[config.mk]
export PLATFORM = sky130hd
export DESIGN_NAME = canctl_cmd_irq
export DESIGN_NICKNAME = d
export VERILOG_FILES = /design/src/rtl/canctl_pkg.sv /design/src/rtl/canctl_tx_ctrl.sv /design/src/rtl/canctl_rx_track.sv /design/src/rtl/canctl_irq_ctrl.sv /design/src/rtl/canctl_cmd_irq.sv
export SDC_FILE = /design/constraint.sdc
export NUM_CORES = 1
export LEC_CHECK = 0
export CORE_MARGIN = 4
export CORE_UTILIZATION = 48
export DETAILED_ROUTE_END_ITERATION = 7
export PLACE_DENSITY = 0.8
export SLEW_MARGIN = 20
export SYNTH_ARGS = -nofsm -noshare
export SYNTH_HDL_FRONTEND = slang
export SYNTH_HIERARCHICAL = 1
export SYNTH_SLANG_ARGS = --single-unit
[constraint.sdc]
create_clock -name clk -period 4.25 [get_ports clk]
set_clock_uncertainty 0.2 [all_clocks]
set_input_delay 0.85 -clock clk [delete_from_list [all_inputs] [get_ports clk]]
set_output_delay 0.85 -clock clk [all_outputs]
set_load 0.02 [all_outputs]
[src/rtl/canctl_pkg.sv]
package canctl_pkg;

    // register offsets
    localparam int A_MODE   = 0;
    localparam int A_CMD    = 1;
    localparam int A_STAT   = 2;
    localparam int A_IRQ    = 3;
    localparam int A_IEN    = 4;
    localparam int A_ARBCAP = 5;
    localparam int A_ERRCAP = 6;

    // command bit positions
    localparam int CB_TX      = 0;
    localparam int CB_ABORT   = 1;
    localparam int CB_RELEASE = 2;
    localparam int CB_CLROVR  = 3;
    localparam int CB_SELF    = 4;
    localparam int CMD_W      = 5;

    // status bit positions
    localparam int ST_RXDATA  = 0;
    localparam int ST_OVR     = 1;
    localparam int ST_TXFREE  = 2;
    localparam int ST_TXDONE  = 3;
    localparam int ST_RXBUSY  = 4;
    localparam int ST_TXBUSY  = 5;
    localparam int ST_ERRWARN = 6;
    localparam int ST_BUSOFF  = 7;
    localparam int ST_MISS    = 8;
    localparam int STAT_W     = 9;

    // interrupt bit positions
    localparam int IQ_RX   = 0;
    localparam int IQ_TX   = 1;
    localparam int IQ_ERRW = 2;
    localparam int IQ_ERRP = 5;
    localparam int IQ_ARB  = 6;
    localparam int IQ_BERR = 7;
    localparam int IRQ_W   = 8;

    // flags held in storage and cleared by a read of the interrupt register
    localparam logic [IRQ_W-1:0] IRQ_LATCHED = 8'b1110_0110;
    // every implemented interrupt bit
    localparam logic [IRQ_W-1:0] IRQ_IMPL    = 8'b1110_0111;

    typedef struct packed {
        logic self_rx;
        logic clr_ovr;
        logic rel_buf;
        logic abort;
        logic tx;
    } cmd_t;

    typedef enum logic [1:0] {
        TX_IDLE   = 2'd0,
        TX_PEND   = 2'd1,
        TX_ACTIVE = 2'd2
    } tx_state_e;

    function automatic cmd_t decode_cmd(input logic [CMD_W-1:0] w);
        cmd_t c;
        c.tx      = w[CB_TX];
        c.abort   = w[CB_ABORT];
        c.rel_buf = w[CB_RELEASE];
        c.clr_ovr = w[CB_CLROVR];
        c.self_rx = w[CB_SELF];
        return c;
    endfunction

endpackage

[src/rtl/canctl_tx_ctrl.sv]
module canctl_tx_ctrl
    import canctl_pkg::*;
(
    input  logic clk,
    input  logic rst,
    input  logic cmd_vld,
    input  cmd_t cmd,
    input  logic eng_busy,
    input  logic eng_end,
    input  logic eng_ok,
    output logic req_o,
    output logic single_o,
    output logic self_o,
    output logic abort_o,
    output logic buf_free_o,
    output logic complete_o,
    output logic irq_evt_o
);

    tx_state_e st;
    logic      want_tx;
    logic      start;
    logic      abort_eff;
    logic      cancel;

    always_comb begin
        want_tx   = cmd.tx || cmd.self_rx;
        start     = cmd_vld && want_tx && (st == TX_IDLE);
        abort_eff = cmd_vld && cmd.abort && (st != TX_IDLE);
        cancel    = abort_eff && (st == TX_PEND) && !eng_busy;
    end

    always_ff @(posedge clk) begin
        if (rst) begin
            st         <= TX_IDLE;
            complete_o <= 1'b1;
            req_o      <= 1'b0;
            single_o   <= 1'b0;
            self_o     <= 1'b0;
            abort_o    <= 1'b0;
            irq_evt_o  <= 1'b0;
        end else begin
            req_o     <= start;
            single_o  <= start && cmd.abort;
            self_o    <= start && cmd.self_rx;
            abort_o   <= abort_eff;
            irq_evt_o <= 1'b0;
            case (st)
                TX_IDLE: begin
                    if (start) begin
                        st         <= TX_PEND;
                        complete_o <= 1'b0;
                    end
                end
                TX_PEND: begin
                    if (cancel) begin
                        st         <= TX_IDLE;
                        complete_o <= 1'b1;
                        irq_evt_o  <= 1'b1;
                    end else if (eng_busy) begin
                        st <= TX_ACTIVE;
                    end
                end
                TX_ACTIVE: begin
                    if (eng_end) begin
                        st         <= TX_IDLE;
                        complete_o <= eng_ok;
                        irq_evt_o  <= 1'b1;
                    end
                end
                default: st <= TX_IDLE;
            endcase
        end
    end

    assign buf_free_o = (st == TX_IDLE);

    // request is a single pulse
    a_r2_req_pulse: assert property (@(posedge clk) disable iff (rst)
        req_o |=> !req_o);

    // a request only leaves an idle buffer
    a_r2_req_from_idle: assert property (@(posedge clk) disable iff (rst)
        req_o |-> !buf_free_o && $past(st == TX_IDLE));

    // single-shot qualifier only accompanies a request
    a_r3_single_with_req: assert property (@(posedge clk) disable iff (rst)
        single_o |-> req_o);

    // an in-progress frame is not cancelled by abort
    a_r4_active_survives: assert property (@(posedge clk) disable iff (rst)
        (st == TX_ACTIVE && !eng_end) |=> (st == TX_ACTIVE));

    // frame end frees the buffer and raises the transmit event
    a_r5_end_frees: assert property (@(posedge clk) disable iff (rst)
        (st == TX_ACTIVE && eng_end) |=> (buf_free_o && irq_evt_o));

endmodule

[src/rtl/canctl_rx_track.sv]
module canctl_rx_track #(
    parameter int DEPTH = 4
) (
    input  logic clk,
    input  logic rst,
    input  logic frame_in,
    input  logic rel_cmd,
    input  logic clr_ovr_cmd,
    output logic has_data_o,
    output logic overrun_o,
    output logic miss_o,
    output logic rel_o
);

    localparam int          CW       = $clog2(DEPTH + 1);
    localparam logic [CW-1:0] FULL_CNT = CW'(DEPTH);

    logic [CW-1:0] cnt;
    logic          full;
    logic          empty;
    logic          do_rel;
    logic          store;
    logic          drop;

    always_comb begin
        full   = (cnt == FULL_CNT);
        empty  = (cnt == '0);
        do_rel = rel_cmd && !empty;
        store  = frame_in && (!full || do_rel);
        drop   = frame_in && full && !do_rel;
    end

    always_ff @(posedge clk) begin
        if (rst) begin
            cnt       <= '0;
            overrun_o <= 1'b0;
            miss_o    <= 1'b0;
            rel_o     <= 1'b0;
        end else begin
            rel_o <= do_rel;
            if (store && !do_rel) begin
                cnt <= cnt + 1'b1;
            end else if (!store && do_rel) begin
                cnt <= cnt - 1'b1;
            end
            if (drop) begin
                overrun_o <= 1'b1;
            end else if (clr_ovr_cmd) begin
                overrun_o <= 1'b0;
            end
            if (drop) begin
                miss_o <= 1'b1;
            end else if (store) begin
                miss_o <= 1'b0;
            end
        end
    end

    assign has_data_o = !empty;

    // stored count never passes the depth
    a_r6_count_bound: assert property (@(posedge clk) disable iff (rst)
        cnt <= FULL_CNT);

    // release strobe only after a non-empty buffer
    a_r6_rel_nonempty: assert property (@(posedge clk) disable iff (rst)
        rel_cmd && empty |=> !rel_o);

    // a dropped frame raises overrun and miss
    a_r7_drop_flags: assert property (@(posedge clk) disable iff (rst)
        (frame_in && full && !rel_cmd) |=> (overrun_o && miss_o && full));

endmodule

[src/rtl/canctl_irq_ctrl.sv]
module canctl_irq_ctrl
    import canctl_pkg::*;
#(
    parameter int ARB_W   = 5,
    parameter int ECODE_W = 8
) (
    input  logic               clk,
    input  logic               rst,
    input  logic               rx_has_data,
    input  logic               tx_evt,
    input  logic               err_warn,
    input  logic               bus_off,
    input  logic               err_passive,
    input  logic               arb_lost,
    input  logic [ARB_W-1:0]   arb_pos,
    input  logic               bus_err,
    input  logic [ECODE_W-1:0] err_code,
    input  logic               rd_irq,
    input  logic               rd_arb,
    input  logic               rd_ecc,
    output logic [IRQ_W-1:0]   flags_o,
    output logic [ARB_W-1:0]   arb_cap_o,
    output logic [ECODE_W-1:0] ecc_o,
    output logic               boff_rise_o
);

    logic [IRQ_W-1:0] pend_q;
    logic [IRQ_W-1:0] set_vec;
    logic [IRQ_W-1:0] keep_mask;
    logic             warn_q, boff_q, pass_q;
    logic             arb_armed, ecc_armed;
    logic             arb_hit, ecc_hit;
    logic             warn_chg, pass_chg;

    always_comb begin
        warn_chg  = (err_warn ^ warn_q) || (bus_off ^ boff_q);
        pass_chg  = err_passive ^ pass_q;
        arb_hit   = arb_lost && arb_armed;
        ecc_hit   = bus_err && ecc_armed;
        set_vec          = '0;
        set_vec[IQ_TX]   = tx_evt;
        set_vec[IQ_ERRW] = warn_chg;
        set_vec[IQ_ERRP] = pass_chg;
        set_vec[IQ_ARB]  = arb_hit;
        set_vec[IQ_BERR] = ecc_hit;
        keep_mask = rd_irq ? ~IRQ_LATCHED : '1;
    end

    always_ff @(posedge clk) begin
        if (rst) begin
            pend_q    <= '0;
            warn_q    <= 1'b0;
            boff_q    <= 1'b0;
            pass_q    <= 1'b0;
            arb_armed <= 1'b1;
            ecc_armed <= 1'b1;
            arb_cap_o <= '0;
            ecc_o     <= '0;
        end else begin
            pend_q <= ((pend_q & keep_mask) | set_vec) & IRQ_LATCHED;
            warn_q <= err_warn;
            boff_q <= bus_off;
            pass_q <= err_passive;
            if (arb_hit) begin
                arb_cap_o <= arb_pos;
                arb_armed <= 1'b0;
            end else if (rd_arb) begin
                arb_armed <= 1'b1;
            end
            if (ecc_hit) begin
                ecc_o     <= err_code;
                ecc_armed <= 1'b0;
            end else if (rd_ecc) begin
                ecc_armed <= 1'b1;
            end
        end
    end

    assign flags_o     = pend_q | {{(IRQ_W-1){1'b0}}, rx_has_data};
    assign boff_rise_o = bus_off && !boff_q;

    // a read removes the transmit flag unless a new event arrives
    a_r8_read_clears: assert property (@(posedge clk) disable iff (rst)
        (rd_irq && !tx_evt) |=> !flags_o[IQ_TX]);

    // disarmed arbitration capture stays frozen
    a_r9_arb_frozen: assert property (@(posedge clk) disable iff (rst)
        (!arb_armed && !rd_arb) |=> (!arb_armed && $stable(arb_cap_o)));

    // disarmed error-code capture stays frozen
    a_r10_ecc_frozen: assert property (@(posedge clk) disable iff (rst)
        (!ecc_armed && !rd_ecc) |=> (!ecc_armed && $stable(ecc_o)));

endmodule

[src/rtl/canctl_cmd_irq.sv]
module canctl_cmd_irq
    import canctl_pkg::*;
#(
    parameter int AW       = 3,
    parameter int DW       = 16,
    parameter int RX_DEPTH = 4,
    parameter int ARB_W    = 5,
    parameter int ECODE_W  = 8
) (
    input  logic               clk,
    input  logic               rst,
    input  logic               bus_wr,
    input  logic               bus_rd,
    input  logic [AW-1:0]      bus_addr,
    input  logic [DW-1:0]      bus_wdata,
    output logic [DW-1:0]      bus_rdata,
    output logic               irq_o,
    output logic               eng_tx_req,
    output logic               eng_tx_single,
    output logic               eng_tx_self,
    output logic               eng_tx_abort,
    output logic               eng_rx_release,
    input  logic               eng_tx_busy,
    input  logic               eng_rx_busy,
    input  logic               eng_tx_end,
    input  logic               eng_tx_ok,
    input  logic               eng_rx_frame,
    input  logic               eng_err_warn,
    input  logic               eng_bus_off,
    input  logic               eng_err_passive,
    input  logic               eng_arb_lost,
    input  logic [ARB_W-1:0]   eng_arb_pos,
    input  logic               eng_bus_err,
    input  logic [ECODE_W-1:0] eng_err_code
);

    logic               reset_mode_q;
    logic [IRQ_W-1:0]   irq_en_q;
    logic               wr_mode, wr_cmd, wr_ien;
    logic               rd_irq, rd_arb, rd_ecc;
    logic               cmd_vld;
    cmd_t               cmd;
    logic               tx_free, tx_done, tx_evt;
    logic               rx_data, rx_ovr, rx_miss;
    logic [IRQ_W-1:0]   flags;
    logic [ARB_W-1:0]   arb_cap;
    logic [ECODE_W-1:0] ecc;
    logic               boff_rise;
    logic [STAT_W-1:0]  stat;

    always_comb begin
        wr_mode = bus_wr && (bus_addr == AW'(A_MODE));
        wr_cmd  = bus_wr && (bus_addr == AW'(A_CMD));
        wr_ien  = bus_wr && (bus_addr == AW'(A_IEN));
        rd_irq  = bus_rd && (bus_addr == AW'(A_IRQ));
        rd_arb  = bus_rd && (bus_addr == AW'(A_ARBCAP));
        rd_ecc  = bus_rd && (bus_addr == AW'(A_ERRCAP));
        cmd     = decode_cmd(bus_wdata[CMD_W-1:0]);
        cmd_vld = wr_cmd && !reset_mode_q;
    end

    always_ff @(posedge clk) begin
        if (rst) begin
            reset_mode_q <= 1'b1;
            irq_en_q     <= '0;
        end else begin
            if (boff_rise) begin
                reset_mode_q <= 1'b1;
            end else if (wr_mode) begin
                reset_mode_q <= bus_wdata[0];
            end
            if (wr_ien && reset_mode_q) begin
                irq_en_q <= bus_wdata[IRQ_W-1:0] & IRQ_IMPL;
            end
        end
    end

    canctl_tx_ctrl u_tx (
        .clk        (clk),
        .rst        (rst),
        .cmd_vld    (cmd_vld),
        .cmd        (cmd),
        .eng_busy   (eng_tx_busy),
        .eng_end    (eng_tx_end),
        .eng_ok     (eng_tx_ok),
        .req_o      (eng_tx_req),
        .single_o   (eng_tx_single),
        .self_o     (eng_tx_self),
        .abort_o    (eng_tx_abort),
        .buf_free_o (tx_free),
        .complete_o (tx_done),
        .irq_evt_o  (tx_evt)
    );

    canctl_rx_track #(.DEPTH(RX_DEPTH)) u_rx (
        .clk         (clk),
        .rst         (rst),
        .frame_in    (eng_rx_frame),
        .rel_cmd     (cmd_vld && cmd.rel_buf),
        .clr_ovr_cmd (cmd_vld && cmd.clr_ovr),
        .has_data_o  (rx_data),
        .overrun_o   (rx_ovr),
        .miss_o      (rx_miss),
        .rel_o       (eng_rx_release)
    );

    canctl_irq_ctrl #(.ARB_W(ARB_W), .ECODE_W(ECODE_W)) u_irq (
        .clk         (clk),
        .rst         (rst),
        .rx_has_data (rx_data),
        .tx_evt      (tx_evt),
        .err_warn    (eng_err_warn),
        .bus_off     (eng_bus_off),
        .err_passive (eng_err_passive),
        .arb_lost    (eng_arb_lost),
        .arb_pos     (eng_arb_pos),
        .bus_err     (eng_bus_err),
        .err_code    (eng_err_code),
        .rd_irq      (rd_irq),
        .rd_arb      (rd_arb),
        .rd_ecc      (rd_ecc),
        .flags_o     (flags),
        .arb_cap_o   (arb_cap),
        .ecc_o       (ecc),
        .boff_rise_o (boff_rise)
    );

    always_comb begin
        stat             = '0;
        stat[ST_RXDATA]  = rx_data;
        stat[ST_OVR]     = rx_ovr;
        stat[ST_TXFREE]  = tx_free;
        stat[ST_TXDONE]  = tx_done;
        stat[ST_RXBUSY]  = eng_rx_busy;
        stat[ST_TXBUSY]  = eng_tx_busy;
        stat[ST_ERRWARN] = eng_err_warn;
        stat[ST_BUSOFF]  = eng_bus_off;
        stat[ST_MISS]    = rx_miss;
    end

    always_comb begin
        bus_rdata = '0;
        case (bus_addr)
            AW'(A_MODE):   bus_rdata = DW'(reset_mode_q);
            AW'(A_STAT):   bus_rdata = DW'(stat);
            AW'(A_IRQ):    bus_rdata = DW'(flags);
            AW'(A_IEN):    bus_rdata = DW'(irq_en_q);
            AW'(A_ARBCAP): bus_rdata = DW'(arb_cap);
            AW'(A_ERRCAP): bus_rdata = DW'(ecc);
            default:       bus_rdata = '0;
        endcase
    end

    assign irq_o = |(flags & irq_en_q);

    // enable register does not move outside reset mode
    a_r12_en_locked: assert property (@(posedge clk) disable iff (rst)
        !reset_mode_q |=> $stable(irq_en_q));

    // bus-off entry forces reset mode
    a_r11_busoff_reset: assert property (@(posedge clk) disable iff (rst)
        boff_rise |=> reset_mode_q);

    // no transmit request follows a command written in reset mode
    a_r2_reset_blocks: assert property (@(posedge clk) disable iff (rst)
        (wr_cmd && reset_mode_q) |=> !eng_tx_req);

endmodule

==> qor.yml <==
sta:
  rsz0062_at_grt: "false"
  fin_crit_ns: 3.87
  finalCritPeriodShare_pct: 91.0
  drv_slew: 0
  finalSetupTns_ns: 0
  slew_headroom_pct: 35.8
  tightest_slew_ns: 0.960
  setup_viol: 0
  setup_ws_ns: 0.382
  finalHoldViolations: 0
  max_freq_mhz: 259
critical_path:
  ff2ff_path_depth: 10
  critPathLaunch: "bus_addr[1]"
  worstPathRequired_ns: 3.20
  worstSetupPathType: "input port to output port"
  path_max_fanout: 6
  crit_top_cell: "clkdlybuf4s50_1"
  critPathLaunchType: "input port"
  max_stage_delay_ns: 0.63
  worstReg2RegStart: "reset_mode_q"
  rrSetupSlack_ns: 1.64
  arrival_ns: 2.82
  path_cells: "clkdlybuf4s50_1, buf_4, nor2b_1, a22oi_1, o22ai_1, clkdlybuf4s50_1"
  slowest_stage: "clkdlybuf4s50_1"
  r2r_end: "u_rx/cnt[2]"
  endpoint_kind: "output port"
floorplanning:
  die_w_microns: 78.7
  ioPinCount: 68
  num_rows: 25
  start_util_pct: 50.2
  coreArea_sq_um: 4790
  die_area_sq_um: 6200
  die_y_microns: 78.7
cts:
  cts_setup_buffers: 0
  cts.sinks: 44
  numCtsBuffers: 5
  htreeDepth: 2
  ctsHoldBuffers: 0
  clk_pin_slew_ns: 0.08
  cts_resized: 0
  root_buffer: "clkbuf_8"
  clk_latency_ns: 0.30
  cts_tree: "built"
  clock_path_buffers: 2
logic_synthesis:
  synth_ff_type: "dfxtp_1"
  syn_inst: 259
  ys_types: 52
  yosysMostFrequentCell: "dfxtp_1"
  syn_area_sq_um: 2400
  syn_area_per_cell_sq_um: 9.27
  synth_seq_cells: 44
  synth_area_leaders: "dfxtp_1 37%, mux2i_1 5.8%, nand2b_1 5.5%"
  seq_area_frac_synth_pct: 36.7
  synth_commonest_cells: "44 x dfxtp_1, 23 x a21oi_1, 21 x nand2b_1"
  synth_top_area_cell: "dfxtp_1"
  ys_warn_count: 6
  ys_async_sr_fraction_pct: 0
  synth_top_area_share_pct: 36.7
  synth_edf_count: 0
placement:
  numPortBuffers: 52
  place_ws_ns: 0.280
  dpl.hpwl_mm: 3.98
  routabilityCongestion: 0.824
  placed_area_sq_um: 2890
drt:
  drt_iter0_markers: 76
  drt-total-wl_mm: 5.25
  via_per_inst: 5.24
  vias: 1958
  wl_per_cell_microns: 14.0
  antenna_left: 0
  drc: 0
  dr.pass1.iters: 4
layout:
  multi_input_area_sq_um: 1340
  fin_area_sq_um: 3000
  diodes: 0
  final_nets: 359
  num-fill-cells: 404
  final_layout_size_suffix_gt1_share_pct: 10.7
  area_growth_pct: 25.1
  seqCellArea_sq_um: 881
global_route:
  use_met1_pct: 22.8
  grt_use_met2_pct: 27.8
  antenna_found_initial: 0
  grtUsageTotal_pct: 17.5
  top_usage_layer: "met2"
  grt_pass1_wl_mm: 8.56
  grt_max_degree: 33
  overflow: 0
  use_met3_pct: 4.99
  grt_pass1_vias: 1772
min_path:
  hold_path.class: "flop to flop"
  min_from: "u_tx/irq_evt_o"
  worstHoldEndpoint: "u_irq/pend_q[1]"
  min_delay_path_depth: 2
pwr:
  peakVddDrop_v: 0.000179
  p_leak_nw: 1.17
  p_per_area_nw_per_um2: 322
status:
  outcome: "finished clean"
flow_run:
  drv_cap: 0
## layout by cell type, fill, tap and decap left out, types with 2 or more instances in the layout
master,synthesis,layout
or3_1,2,2
o22ai_1,5,5
dfxtp_1,44,44
clkbuf_8,0,5
nor4b_1,2,2
and2_1,3,3
inv_1,9,9
nor3_1,2,2
buf_4,11,4
and2b_1,4,4
o21ai_0,4,4
a21bo_2,12,12
a22oi_1,13,13
nand2b_1,21,21
a21o_1,2,2
clkdlybuf4s50_1,0,52
xnor2_1,2,2
and3_1,4,4
xor2_1,2,2
nor2_1,5,5
nand3_1,16,16
a21oi_1,23,23
nand2_1,8,8
nor3b_1,2,2
ha_1,6,6
conb_1,2,9
mux2i_1,14,14
nor2b_1,7,7
## flip-flops by register name (all words and copies together) (netlist names)
| register | count |
|---|---|
| u_irq/arb_armed | 1 |
| u_irq/boff_q | 1 |
| u_irq/ecc_o | 8 |
| reset_mode_q | 1 |
| u_rx/cnt | 3 |
| u_tx/st | 2 |
| u_rx/miss_o | 1 |
| u_irq/arb_cap_o | 5 |
| irq_en_q | 6 |
| u_tx/abort_o | 1 |
| u_tx/req_o | 1 |
| u_irq/pend_q | 5 |
| u_irq/ecc_armed | 1 |
| u_rx/rel_o | 1 |
| u_tx/complete_o | 1 |
| u_tx/single_o | 1 |
| u_tx/self_o | 1 |
| u_rx/overrun_o | 1 |
| u_irq/warn_q | 1 |
| u_tx/irq_evt_o | 1 |
| u_irq/pass_q | 1 |
## cell families after synthesis
group                      after synthesis  synth area share, %
buffers and inverters                   32                 8.65
xor gates and xnor gates                 4                 1.46
AOI/OAI and AO/OA                       71                 21.1
and+or+nand+nor                         84                 21.5
DFF                                     44                 36.7
other                                    2                0.313
adders and majority gates                7                 3.96
muxes                                   15                 6.31
## power by group
group / internal (W) / switching [W]
clock network: 0.000177 / 0.000151
registers: 0.000436 / 0.0000230
logic: 0.0000953 / 0.0000851
## per-stage QoR
step	std cells	total power (W)	utilization (%)	hold WS, ns
global placement	366	0.000642	60.3	0.222
floorplan	266	0.000587	-	0.211
finish	374	0.000967	62.7	0.234
detailed placement	366	0.000647	60.3	0.223
CTS	374	0.000977	62.7	0.236
global route	374	0.00102	62.7	0.267
## how the worst max path moves through the flow
stage / slack, ns / endpoint / cells after the start
4_1_cts: 0.38 / bus_rdata[7] / 6
3_3_place_gp: 0.32 / u_rx/cnt[2] / 12
6_report: 0.38 / bus_rdata[6] / 6
5_1_grt: 0.22 / bus_rdata[7] / 6
2_1_floorplan: 0.81 / u_rx/cnt[2] / 12
3_5_place_dp: 0.28 / u_rx/cnt[2] / 12
## routing by layer
layer | wire [microns] | share of wire (%)
met5 | 0 | 0
met4 | 87 | 1.7
met3 | 382 | 7.3
met2 | 2390 | 45
met1 | 2400 | 46
## cell type report
class | count | area share (%)
timing repair buffer | 56 | 18.3
clock inverter | 3 | 1.54
multi-input combinational | 190 | 44.6
clock buffer | 5 | 2.29
tap | 67 | 2.79
inverter | 9 | 1.13
sequential | 44 | 29.3
## critical path: cells and delay by family
kind                   cells  cell delay (ns)
AND/OR/NAND/NOR            1             0.28
AO/OA/AOI/OAI              2             0.32
buffers and inverters      3             1.36
No activity file was read; power rests on OpenSTA's default activity.
